--- src/rtl/txn_tracker_pkg.sv ---
package txn_tracker_pkg;

   typedef enum logic [1:0] {
      CAUSE_CONFLICT   = 2'b00,
      CAUSE_L1_EVICT   = 2'b01,
      CAUSE_INCL_EVICT = 2'b10,
      CAUSE_EXPLICIT   = 2'b11
   } abort_cause_e;

   function automatic bit is_pow2(input int unsigned v);
      return (v != 0) && ((v & (v - 1)) == 0);
   endfunction

endpackage

--- src/rtl/txn_flag_store.sv ---
// One read flag and one write flag per line, flash-cleared together.
module txn_flag_store #(
   parameter int LINES = 512,
   parameter int IDX_W = $clog2(LINES)
) (
   input  logic             clk,
   input  logic             rst_n,
   input  logic             clr,
   input  logic             rd_mark_en,
   input  logic [IDX_W-1:0] rd_mark_idx,
   input  logic             wr_mark_en,
   input  logic [IDX_W-1:0] wr_mark_idx,
   output logic [LINES-1:0] rd_flags,
   output logic [LINES-1:0] wr_flags
);

   for (genvar gi = 0; gi < LINES; gi++) begin : g_line
      logic rd_hit;
      logic wr_hit;

      assign rd_hit = rd_mark_en && (rd_mark_idx == IDX_W'(gi));
      assign wr_hit = wr_mark_en && (wr_mark_idx == IDX_W'(gi));

      // clear first, then the mark of the same cycle
      always_ff @(posedge clk or negedge rst_n) begin
         if (!rst_n) begin
            rd_flags[gi] <= 1'b0;
            wr_flags[gi] <= 1'b0;
         end else begin
            rd_flags[gi] <= (rd_flags[gi] & ~clr) | rd_hit;
            wr_flags[gi] <= (wr_flags[gi] & ~clr) | wr_hit;
         end
      end
   end

endmodule

--- src/rtl/txn_abort_detect.sv ---
// Combinational abort decision with fixed cause priority.
module txn_abort_detect
   import txn_tracker_pkg::*;
#(
   parameter int LINES = 512,
   parameter int IDX_W = $clog2(LINES)
) (
   input  logic [LINES-1:0] rd_flags,
   input  logic [LINES-1:0] wr_flags,
   input  logic             snoop_valid,
   input  logic             snoop_write,
   input  logic [IDX_W-1:0] snoop_idx,
   input  logic             evict_valid,
   input  logic             evict_incl,
   input  logic [IDX_W-1:0] evict_idx,
   input  logic             abort_req,
   output logic             abort_now,
   output abort_cause_e     cause
);

   logic snoop_rd_hit;
   logic snoop_wr_hit;
   logic conflict;
   logic evict_tracked;

   assign snoop_rd_hit  = rd_flags[snoop_idx];
   assign snoop_wr_hit  = wr_flags[snoop_idx];
   // a remote read only collides with local writes
   assign conflict      = snoop_valid && (snoop_wr_hit || (snoop_write && snoop_rd_hit));
   assign evict_tracked = evict_valid && (rd_flags[evict_idx] || wr_flags[evict_idx]);

   assign abort_now = conflict || evict_tracked || abort_req;

   always_comb begin
      if (conflict)           cause = CAUSE_CONFLICT;
      else if (evict_tracked) cause = evict_incl ? CAUSE_INCL_EVICT : CAUSE_L1_EVICT;
      else                    cause = CAUSE_EXPLICIT;
   end

endmodule

--- src/rtl/txn_backup_ctrl.sv ---
// Holds one store while its line's old data travels to L2.
module txn_backup_ctrl #(
   parameter int IDX_W = 9
) (
   input  logic             clk,
   input  logic             rst_n,
   input  logic             start,
   input  logic [IDX_W-1:0] start_idx,
   input  logic             ack,
   input  logic             kill,
   output logic             busy,
   output logic [IDX_W-1:0] line_idx,
   output logic             finish
);

   typedef enum logic {BK_IDLE, BK_WAIT} bk_state_e;

   bk_state_e state_q;
   bk_state_e state_d;

   assign busy   = (state_q == BK_WAIT);
   assign finish = busy && ack && !kill;

   always_comb begin
      state_d = state_q;
      case (state_q)
         BK_IDLE: if (start)         state_d = BK_WAIT;
         BK_WAIT: if (kill || ack)   state_d = BK_IDLE;
         default:                    state_d = BK_IDLE;
      endcase
   end

   always_ff @(posedge clk or negedge rst_n) begin
      if (!rst_n) begin
         state_q  <= BK_IDLE;
         line_idx <= '0;
      end else begin
         state_q <= state_d;
         if (start && !busy) line_idx <= start_idx;
      end
   end

endmodule

--- src/rtl/txn_set_tracker.sv ---
module txn_set_tracker
   import txn_tracker_pkg::*;
#(
   parameter  int LINE_BYTES  = 64,
   parameter  int CACHE_BYTES = 32768,
   parameter  int WAYS        = 4,
   localparam int SETS        = CACHE_BYTES / (LINE_BYTES * WAYS),
   localparam int LINES       = SETS * WAYS,
   localparam int SET_W       = $clog2(SETS),
   localparam int WAY_W       = $clog2(WAYS),
   localparam int IDX_W       = SET_W + WAY_W
) (
   input  logic             clk,
   input  logic             rst_n,
   input  logic             acc_valid,
   output logic             acc_ready,
   input  logic             acc_txn,
   input  logic             acc_store,
   input  logic             acc_line_mod,
   input  logic [SET_W-1:0] acc_set,
   input  logic [WAY_W-1:0] acc_way,
   output logic             acc_done,
   input  logic             snoop_valid,
   input  logic             snoop_write,
   input  logic [SET_W-1:0] snoop_set,
   input  logic [WAY_W-1:0] snoop_way,
   input  logic             evict_valid,
   input  logic             evict_incl,
   input  logic [SET_W-1:0] evict_set,
   input  logic [WAY_W-1:0] evict_way,
   input  logic             commit,
   input  logic             abort_req,
   output logic             backup_req,
   output logic [SET_W-1:0] backup_set,
   output logic [WAY_W-1:0] backup_way,
   input  logic             backup_ack,
   output logic             abort_pulse,
   output logic [1:0]       abort_cause,
   output logic [LINES-1:0] inval_mask
);

   // ---------------- elaboration checks ----------------
   if (!is_pow2(WAYS) || WAYS < 2) begin : g_bad_ways
      $error("WAYS must be a power of two of at least 2");
   end
   if (!is_pow2(LINE_BYTES)) begin : g_bad_line
      $error("LINE_BYTES must be a power of two");
   end
   if (CACHE_BYTES % (LINE_BYTES * WAYS) != 0 || !is_pow2(SETS) || SETS < 2) begin : g_bad_geom
      $error("cache geometry must give a power-of-two set count of at least 2");
   end

   // ---------------- line indices: {set, way} = set*WAYS+way ----------------
   logic [IDX_W-1:0] acc_idx;
   logic [IDX_W-1:0] snoop_idx;
   logic [IDX_W-1:0] evict_idx;

   assign acc_idx   = {acc_set, acc_way};
   assign snoop_idx = {snoop_set, snoop_way};
   assign evict_idx = {evict_set, evict_way};

   // ---------------- flag storage ----------------
   logic [LINES-1:0] rd_flags;
   logic [LINES-1:0] wr_flags;
   logic             flags_clr;
   logic             rd_mark_en;
   logic             wr_mark_en;
   logic [IDX_W-1:0] wr_mark_idx;

   txn_flag_store #(
      .LINES (LINES),
      .IDX_W (IDX_W)
   ) u_flags (
      .clk         (clk),
      .rst_n       (rst_n),
      .clr         (flags_clr),
      .rd_mark_en  (rd_mark_en),
      .rd_mark_idx (acc_idx),
      .wr_mark_en  (wr_mark_en),
      .wr_mark_idx (wr_mark_idx),
      .rd_flags    (rd_flags),
      .wr_flags    (wr_flags)
   );

   // ---------------- abort decision ----------------
   logic         abort_now;
   abort_cause_e cause_now;

   txn_abort_detect #(
      .LINES (LINES),
      .IDX_W (IDX_W)
   ) u_detect (
      .rd_flags    (rd_flags),
      .wr_flags    (wr_flags),
      .snoop_valid (snoop_valid),
      .snoop_write (snoop_write),
      .snoop_idx   (snoop_idx),
      .evict_valid (evict_valid),
      .evict_incl  (evict_incl),
      .evict_idx   (evict_idx),
      .abort_req   (abort_req),
      .abort_now   (abort_now),
      .cause       (cause_now)
   );

   // ---------------- backup of old dirty data ----------------
   logic             bk_busy;
   logic             bk_finish;
   logic             bk_start;
   logic [IDX_W-1:0] bk_idx;

   txn_backup_ctrl #(
      .IDX_W (IDX_W)
   ) u_backup (
      .clk       (clk),
      .rst_n     (rst_n),
      .start     (bk_start),
      .start_idx (acc_idx),
      .ack       (backup_ack),
      .kill      (abort_now),
      .busy      (bk_busy),
      .line_idx  (bk_idx),
      .finish    (bk_finish)
   );

   // ---------------- access handling ----------------
   logic accept;
   logic txn_load;
   logic txn_store;
   logic wr_after_clr;

   assign flags_clr    = abort_now || commit;
   assign accept       = acc_valid && !bk_busy;
   assign txn_load     = accept && acc_txn && !acc_store;
   assign txn_store    = accept && acc_txn && acc_store;
   // the write flag the store sees belongs to the transaction after any clear
   assign wr_after_clr = wr_flags[acc_idx] && !flags_clr;
   assign bk_start     = txn_store && acc_line_mod && !wr_after_clr;

   assign rd_mark_en  = txn_load;
   assign wr_mark_en  = (txn_store && !bk_start) || bk_finish;
   assign wr_mark_idx = bk_finish ? bk_idx : acc_idx;

   assign acc_ready  = !bk_busy;
   assign backup_req = bk_busy;
   assign backup_set = bk_idx[IDX_W-1:WAY_W];
   assign backup_way = bk_idx[WAY_W-1:0];

   // ---------------- registered results ----------------
   always_ff @(posedge clk or negedge rst_n) begin
      if (!rst_n) begin
         abort_pulse <= 1'b0;
         abort_cause <= 2'b00;
         inval_mask  <= '0;
         acc_done    <= 1'b0;
      end else begin
         abort_pulse <= abort_now;
         abort_cause <= abort_now ? cause_now : CAUSE_CONFLICT;
         inval_mask  <= abort_now ? wr_flags : '0;
         acc_done    <= (accept && !bk_start) || bk_finish;
      end
   end

endmodule

--- config.mk ---
export PLATFORM = sky130hd
export DESIGN_NAME = txn_set_tracker
export DESIGN_NICKNAME = d
export VERILOG_FILES = /design/src/rtl/txn_tracker_pkg.sv /design/src/rtl/txn_flag_store.sv /design/src/rtl/txn_abort_detect.sv /design/src/rtl/txn_backup_ctrl.sv /design/src/rtl/txn_set_tracker.sv
export SDC_FILE = /design/constraint.sdc
export NUM_CORES = 2
export LEC_CHECK = 0
export ABC_AREA = 1
export ABC_CLOCK_PERIOD_IN_PS = 3000
export CAP_MARGIN = 20
export CORE_MARGIN = 8
export CORE_UTILIZATION = 28
export CTS_BUF_LIST = sky130_fd_sc_hd__clkbuf_2 sky130_fd_sc_hd__clkbuf_4 sky130_fd_sc_hd__clkbuf_8
export CTS_CLUSTER_DIAMETER = 150
export CTS_CLUSTER_SIZE = 40
export DETAILED_ROUTE_END_ITERATION = 10
export DONT_BUFFER_PORTS = 1
export PLACE_DENSITY_LB_ADDON = 0.05
export SYNTH_ARGS = -nofsm -noshare
export SYNTH_HDL_FRONTEND = slang
export SYNTH_HIERARCHICAL = 1
export SYNTH_SLANG_ARGS = --single-unit
export TNS_END_PERCENT = 50
--- constraint.sdc ---
create_clock -name clk -period 3 [get_ports clk]
set_clock_uncertainty 0.1 [all_clocks]
set_input_delay 0.6 -clock clk [delete_from_list [all_inputs] [get_ports clk]]
set_output_delay 0.6 -clock clk [all_outputs]
set_load 0.02 [all_outputs]
Word level (Yosys, flattened, before mapping):

Index checks and enable logic that the tools add are counted.
Widths: inputs -> output; s select.

* input port bits: 40
* output and inout port bits: 527
* bits in registers: 1550

* equal/unequal tests: 1022
* bitwise gates (word level): 2050
* magnitude comparators: 3
* multiplexer cells: 19
* reduce and logical (&&, ||, !) cells: 1055

Operators by type and width (count)
* $eq 9x9->1 const B: 512
* $eq 9x8->1 const B: 256
* $eq 9x7->1 const B: 128
* $logic_and 1x1->1: 1039
* $and 1x1->1: 1024
* $or 1x1->1: 1024
* $eq 9x6->1 const B: 64
* $mux 512: 1
* $eq 9x5->1 const B: 32
* $eq 9x4->1 const B: 16
* $eq 9x3->1 const B: 8
* $bmux 1 s9: 5
* $eq 9x2->1 const B: 4
* $lt 9x10->1 const B: 3
* $eq 9x1->1 const B: 2
* $logic_not 9->1: 2
* $mux 9: 1
* $logic_or 1x1->1: 8
* $mux 2: 4
* $mux 1: 7
* $logic_not 1->1: 6
* $not 1->1: 2
* $pmux 1 s2: 1

Depth between registers and ports, before layout:

* word-level depth: 17
* mapped depth: 32

Cells and area by module:

Netlist, hierarchy kept.

Modules (own cells, without submodules)
* txn_flag_store: sequential area each 25624.6 µm², area an instance 40938.0 µm², cells an instance 4668, times used 1
* txn_set_tracker: sequential area each 12912.4 µm², area an instance 22409.0 µm², cells an instance 2785, times used 1
* txn_abort_detect: sequential area each 0.0 µm², area an instance 19727.7 µm², cells an instance 4449, times used 1
* txn_backup_ctrl: sequential area each 250.2 µm², area an instance 410.4 µm², cells an instance 45, times used 1

Worst setup path before layout:

OpenSTA, ideal clock, no wires.

* kind: input -> register
* start point: in evict_way[0]
* end point: reg u_flags.wr_flags[455]
* data arrival time: 3.733 ns
* required time: 2.834 ns
* stages: 28
* setup time: 0.066 ns
* setup slack: -0.898 ns
* path buffers: 7
* path through: buf_4 > inv_4 > buf_6 > buf_6 > buf_6 > nand2_1 > nand3_1 > nand3_1 > nand3_1 > nand3_1 > nand3_1 > nand2_1 > a21oi_1 > nand3_1 > nand2_1 > nand2_1 > nand3_2 > nand3b_1 > nor2_1 > clkbuf_1 > clkbuf_1 > nand2_1 > o21ai_0 > nand2_1 > nor2_1 > clkbuf_1 > nand3_1 > nand2_1

* elaborated cells between the ends (all ways): 24
* classes of those cells: 1 x eq/ne; 5 x mux; 3 x bitwise; 15 x reduce/logical

RTL lines
* start: declaration: line txn_set_tracker.sv:30 `input logic [WAY_W-1:0] evict_way,`
* $bmux 1 s9: line txn_abort_detect.sv:30 `assign evict_tracked = evict_valid && (rd_flags[evict_idx] || wr_flags[evict_idx]);`
* $mux 1 (not written as such): line txn_abort_detect.sv:30
* $logic_or 1x1->1 (*): line txn_abort_detect.sv:30
* $logic_and 1x1->1 (*): line txn_abort_detect.sv:30
* $logic_or 1x1->1 (*) (2 in a row): line txn_abort_detect.sv:32 `assign abort_now = conflict || evict_tracked || abort_req;`
* named net abort_now: line txn_set_tracker.sv:86 `logic abort_now;`
* $logic_not 1->1 (*): line txn_backup_ctrl.sv:22 `assign finish = busy && ack && !kill;`
* $logic_and 1x1->1 (*): line txn_backup_ctrl.sv:22
* named net bk_finish: line txn_set_tracker.sv:108 `logic bk_finish;`
* $mux 9 (*): line txn_set_tracker.sv:142 `assign wr_mark_idx = bk_finish ? bk_idx : acc_idx;`
* named net wr_mark_idx[7]: line txn_set_tracker.sv:68 `logic [IDX_W-1:0] wr_mark_idx;`
* $eq 9x9->1 (*): line txn_flag_store.sv:22 `assign wr_hit = wr_mark_en && (wr_mark_idx == IDX_W'(gi));`
* $logic_and 1x1->1 (*): line txn_flag_store.sv:22
* $or 1x1->1 (*): line txn_flag_store.sv:31 `wr_flags[gi] <= (wr_flags[gi] & ~clr) | wr_hit;`
* end signal: indexed assignment: line txn_flag_store.sv:31
* end: declaration: line txn_flag_store.sv:14 `output logic [LINES-1:0] wr_flags`

The timed path passes the listed nets; every way through them passes the cells marked *. The select of a mux whose other input is x is not followed.
A chain may end at the register's enable or synchronous reset.

Final worst setup path:

* start point: in snoop_way[0]
* end point: reg u_flags.wr_flags[455]

* elaborated cells between the ends (all ways): 25
* classes of those cells: 1 x eq/ne; 5 x mux; 3 x bitwise; 16 x reduce/logical

RTL lines
* start: declaration: line txn_set_tracker.sv:26 `input logic [WAY_W-1:0] snoop_way,`
* $bmux 1 s9: line txn_abort_detect.sv:26 `assign snoop_rd_hit = rd_flags[snoop_idx];`
* $mux 1 (not written as such): line txn_abort_detect.sv:26
* $logic_and 1x1->1: line txn_abort_detect.sv:29 `assign conflict = snoop_valid && (snoop_wr_hit || (snoop_write && snoop_rd_hit));`
* $logic_or 1x1->1 (*): line txn_abort_detect.sv:29
* $logic_and 1x1->1 (*): line txn_abort_detect.sv:29
* $logic_or 1x1->1 (*) (2 in a row): line txn_abort_detect.sv:32
* named net abort_now: line txn_set_tracker.sv:86
* $logic_not 1->1 (*): line txn_backup_ctrl.sv:22
* $logic_and 1x1->1 (*): line txn_backup_ctrl.sv:22
* named net bk_finish: line txn_set_tracker.sv:108
* $mux 9 (*): line txn_set_tracker.sv:142
* named net wr_mark_idx[3]: line txn_set_tracker.sv:68
* $eq 9x9->1 (*): line txn_flag_store.sv:22
* $logic_and 1x1->1 (*): line txn_flag_store.sv:22
* $or 1x1->1 (*): line txn_flag_store.sv:31

Marked as above.

==> reports/summary.md <==
The flow ran to the end, but the final reports show violations. The checks that failed: max-slew violations, negative setup slack. After filler insertion, the fill cell instance count of the layout stands at 31470. The clock tree synthesis step divided the H-tree into 2 levels. The logs give 13170 for the count of routing violations after the opening detailed-route iteration and 3 for the number of buffers between clock root and the deepest sink.

The post-synthesis sequential area ratio came out at 46.46%. The number of buffers added by the clock tree synthesis step is 49. At the later pin of the worst-skew pair, clock insertion delay measures 1110 ps. For this run, the detailed router's first-pass iteration total came to 7. The tools report the nature of the critical path startpoint as an input port. In this run the biggest area consumer among cell types represents 46.46% of the synthesized area. After clock tree synthesis, the clock-pin slew on the worst setup and hold paths is 300 ps.

The logs give 31 for the number of different library cells in the post-synthesis netlist and 0 for the final routed DRC violation total. Combinational logic is responsible for 17.8% of the overall power. Global routing usage summed across all routing layers: 30.13%. The floorplan has 200 rows. The initial utilization of the core area, before any placement, comes to 28.13%.

The die covers 315900 um2. In this run the mean area of a mapped cell was 6.988 um2. The total number of vias was 91490; the fraction of layout instances using a drive strength above 1 was 19.22%. Among all cell types in the netlist, the one instantiated most often is nand2_1. By count the netlist is led by nand2_1, nand3_1, dfrtp_1, inv_1, buf_2. For the cell-internal power, the log shows 25.08 mW. Of all nets on the critical path, the largest fanout is 507. Routability-driven placement finished with a final weighted congestion of 0.8892. Class of the most critical hold timing path: in -> reg. The run gives 513 as the maximum number of pins on one net before global-route repair.

First-pass GRT wire length: 690900 um. 567 I/O pins were placed. The final count of pins violating max slew was 258. At the worst endpoint, the required time is 3870 ps. For the leakage power total, the log shows 57.05 nW. The areal power density over the cells came out at 345.5 nW/um2.

The fraction of synthesis flops using an asynchronous set or reset pin was 100.0%; the net count after synthesis was 11990. The routed length per placed instance works out to 30.20 um. The worst setup margin came out at -1598 ps. The number of flops mapped to enable cells by yosys works out to 0. Static timing analysis puts the maximum clock frequency at 217.5 MHz. The TritonCTS sink count was 1550. The switching fraction of total power is 32.62%, and the minimum clock period after layout is 4598 ps. The tools report the synthesized instance count as 11950. The worst-case IR drop observed on VDD is 0.4130 mV.

The area added between synthesis and finish is 29.02%. TritonCTS built the clock tree. After the last flow step, the layout net total stands at 12970. Counting flops and latches in the post-synthesis netlist gives 1550.

The tools report the final global-route overflow total as 0. Max-cap violations in this run came to 0. The most used flip-flop cell after synthesis is dfrtp_1.

Summed over all nets, the switching power comes to 12.14 mW. The completed layout was analyzed and its total power is 37.22 mW. The dominant cell type by area after synthesis is dfrtp_1.

The count of buffers added on input and output ports is 0. The number of global-route vias before repair is 84510. STA classifies the critical path endpoint as a flop.

The synthesis warning total is 6. For the placement-stage worst setup slack, the log shows -2660 ps. The number of antenna violations at the first check in global routing was 30.

Setup repair after global routing could not meet its margin everywhere. The wire-length estimate of the detail-placed layout is 330600 um. The cell at the root of the clock tree was clkbuf_8. Yosys attributes the largest share of cell area to dfrtp_1, nand2_1, nand3_1, buf_2, inv_1.

The wire length after detailed routing is 511100 um. In this run the tightest slew margin relative to its limit is -30.54%. Data arrives at the worst endpoint at 5470 ps.

For the pin with the worst max-slew slack, the measured transition is 1958 ps. The count of endpoints failing hold in the final timing report was 0. The run gives 56.8% as the sequential share of power. The worst setup path is of the in -> reg kind. The die is 562.0 um wide.

Once detail routing completed, the nets flagged for antenna violations numbered 0. In this run the cell area of the synthesized design comes to 83490 um2. After detailed routing, the number of vias per cell comes to 5.406.

The clock network accounts for 25.4% of the total power. The floorplan step defined a core boundary enclosing 296800 um2. Final core utilization: 36.29%.

The share of the clock period used by the worst path after layout is 153.3%. In this run the vertical extent of the chip is 562.0 um. The tools report the final setup violation count as 1550.
-- layer usage --
metal	share of wire, %	global-route usage (%)	up-vias
met5	0.0094	0	-
met4	3.5	8.784	8
met3	10	6.966	607
met2	41	43.88	5161
met1	45	44.20	45770
li1	-	-	39940
-- stage by stage --
step | std cells | TNS [ps] | instance area, um2 | hold slack, ps
after global placement | 16590 | -3235220 | 100100 | 364.3
after detailed placement | 16590 | -3259530 | 100100 | 367.5
after CTS | 16780 | -1030070 | 103800 | -42.73
after floorplan | 11950 | -468910 | 84000 | 204.4
after global routing | 16910 | -1446700 | 107700 | 35.92
final | 16920 | -1916470 | 107700 | 42.29
-- worst max-delay path: stages --
cell and delay, ps:
clkinv_16 440, buf_4 240, buf_4 170, nand2_1 70, nand3_2 70, nand2_2 80, o211ai_1 500, nand3_1 180
nand3_1 150, nand3_2 90, nand3_4 120, a21oi_2 70, nand2_1 70, nand3_1 90, nand3b_1 160, buf_6 150
nor2_4 50, buf_12 160, buf_4 130, o21ai_4 250, inv_2 110, nand2_4 150, nor2_4 70, buf_12 140
buf_12 140, buf_16 150, nand3_1 100, nand2_1 50
-- state kept, by name, indices dropped and copies added, names as in the netlist --
register,flops
inval_mask,512
u_flags/rd_flags,512
abort_cause,2
u_backup/line_idx,9
u_flags/wr_flags,512
u_backup/busy,1
abort_pulse,1
acc_done,1
-- final timing paths --
kind | from | end | slack [ps] | depth (start not counted)
hold reg to reg | u_flags/rd_flags[414] | u_flags/rd_flags[414] | 420 | 2
min in group asynchronous | rst_n | u_flags/wr_flags[168] | 590 | 3
hold / removal | commit | u_flags/wr_flags[8] | 40 | 7
setup / recovery | snoop_way[0] | u_flags/wr_flags[455] | -1600 | 28
max in group asynchronous | rst_n | inval_mask[411] | 820 | 4
setup reg to reg | u_flags/wr_flags[87] | u_flags/wr_flags[455] | -1120 | 25
-- layout by cell type, fill, tap and decap left out, drive strengths merged --
| cell | count |
|---|---|
| clkinvlp | 2 |
| bufinv | 1 |
| inv | 684 |
| clkinv | 18 |
| nand3 | 2697 |
| dfrtp | 1550 |
| diode | 26 |
| nor2 | 427 |
| a21oi | 151 |
| nand4 | 61 |
| o22ai | 9 |
| nand3b | 1 |
| or2 | 6 |
| clkbuf | 107 |
| buf | 1845 |
| bufbuf | 2 |
| a21boi | 1 |
| o211ai | 75 |
| and2 | 1 |
| nand2 | 5053 |
| o21ai | 248 |
| dlygate4sd3 | 19 |
-- power by group through the flow --
| stage | sequential [mW] | combinational (mW) | clock, mW |
|---|---|---|---|
| after global placement | 21.5 | 5.59 | 0 |
| after CTS | 21.1 | 5.95 | 9.78 |
| after floorplan | 21.4 | 2.86 | 0 |
| after global routing | 21.1 | 6.87 | 10.3 |
| final | 21.1 | 6.62 | 9.46 |
| after detailed placement | 21.5 | 5.59 | 0 |
-- cell families after synthesis --
group                  synth area share (%)
buffers and inverters                 9.057
AOI/OAI and AO/OA                     3.143
and+or+nand+nor                       41.34
DFF                                   46.46
-- final cells by class --
cell class	count	area (um2)	share of cell area, %
multi-input cells	8730	39640	36.80
flip-flops and latches	1550	38810	36.03
repair buffers	1920	20540	19.07
well taps	3939	4928	4.576
inverters	680	2671	2.480
clock buffers	53	723.2	0.6714
clock inverters	22	282.8	0.2625
diodes	26	65.06	0.06040
repair inverters	3	52.55	0.04879
-- repair_timing --
action | 4_1_cts | 5_1_grt
endpoints found under the hold margin | 1467 | 0
gates resized for setup | 303 | 424
hold buffers | 19 | 0
setup buffers | 65 | 68
endpoints found under the setup margin | 1550 | 1550
cloned | 29 | 62
pin swaps | 85 | 195
(Power assumes the default switching activity.)
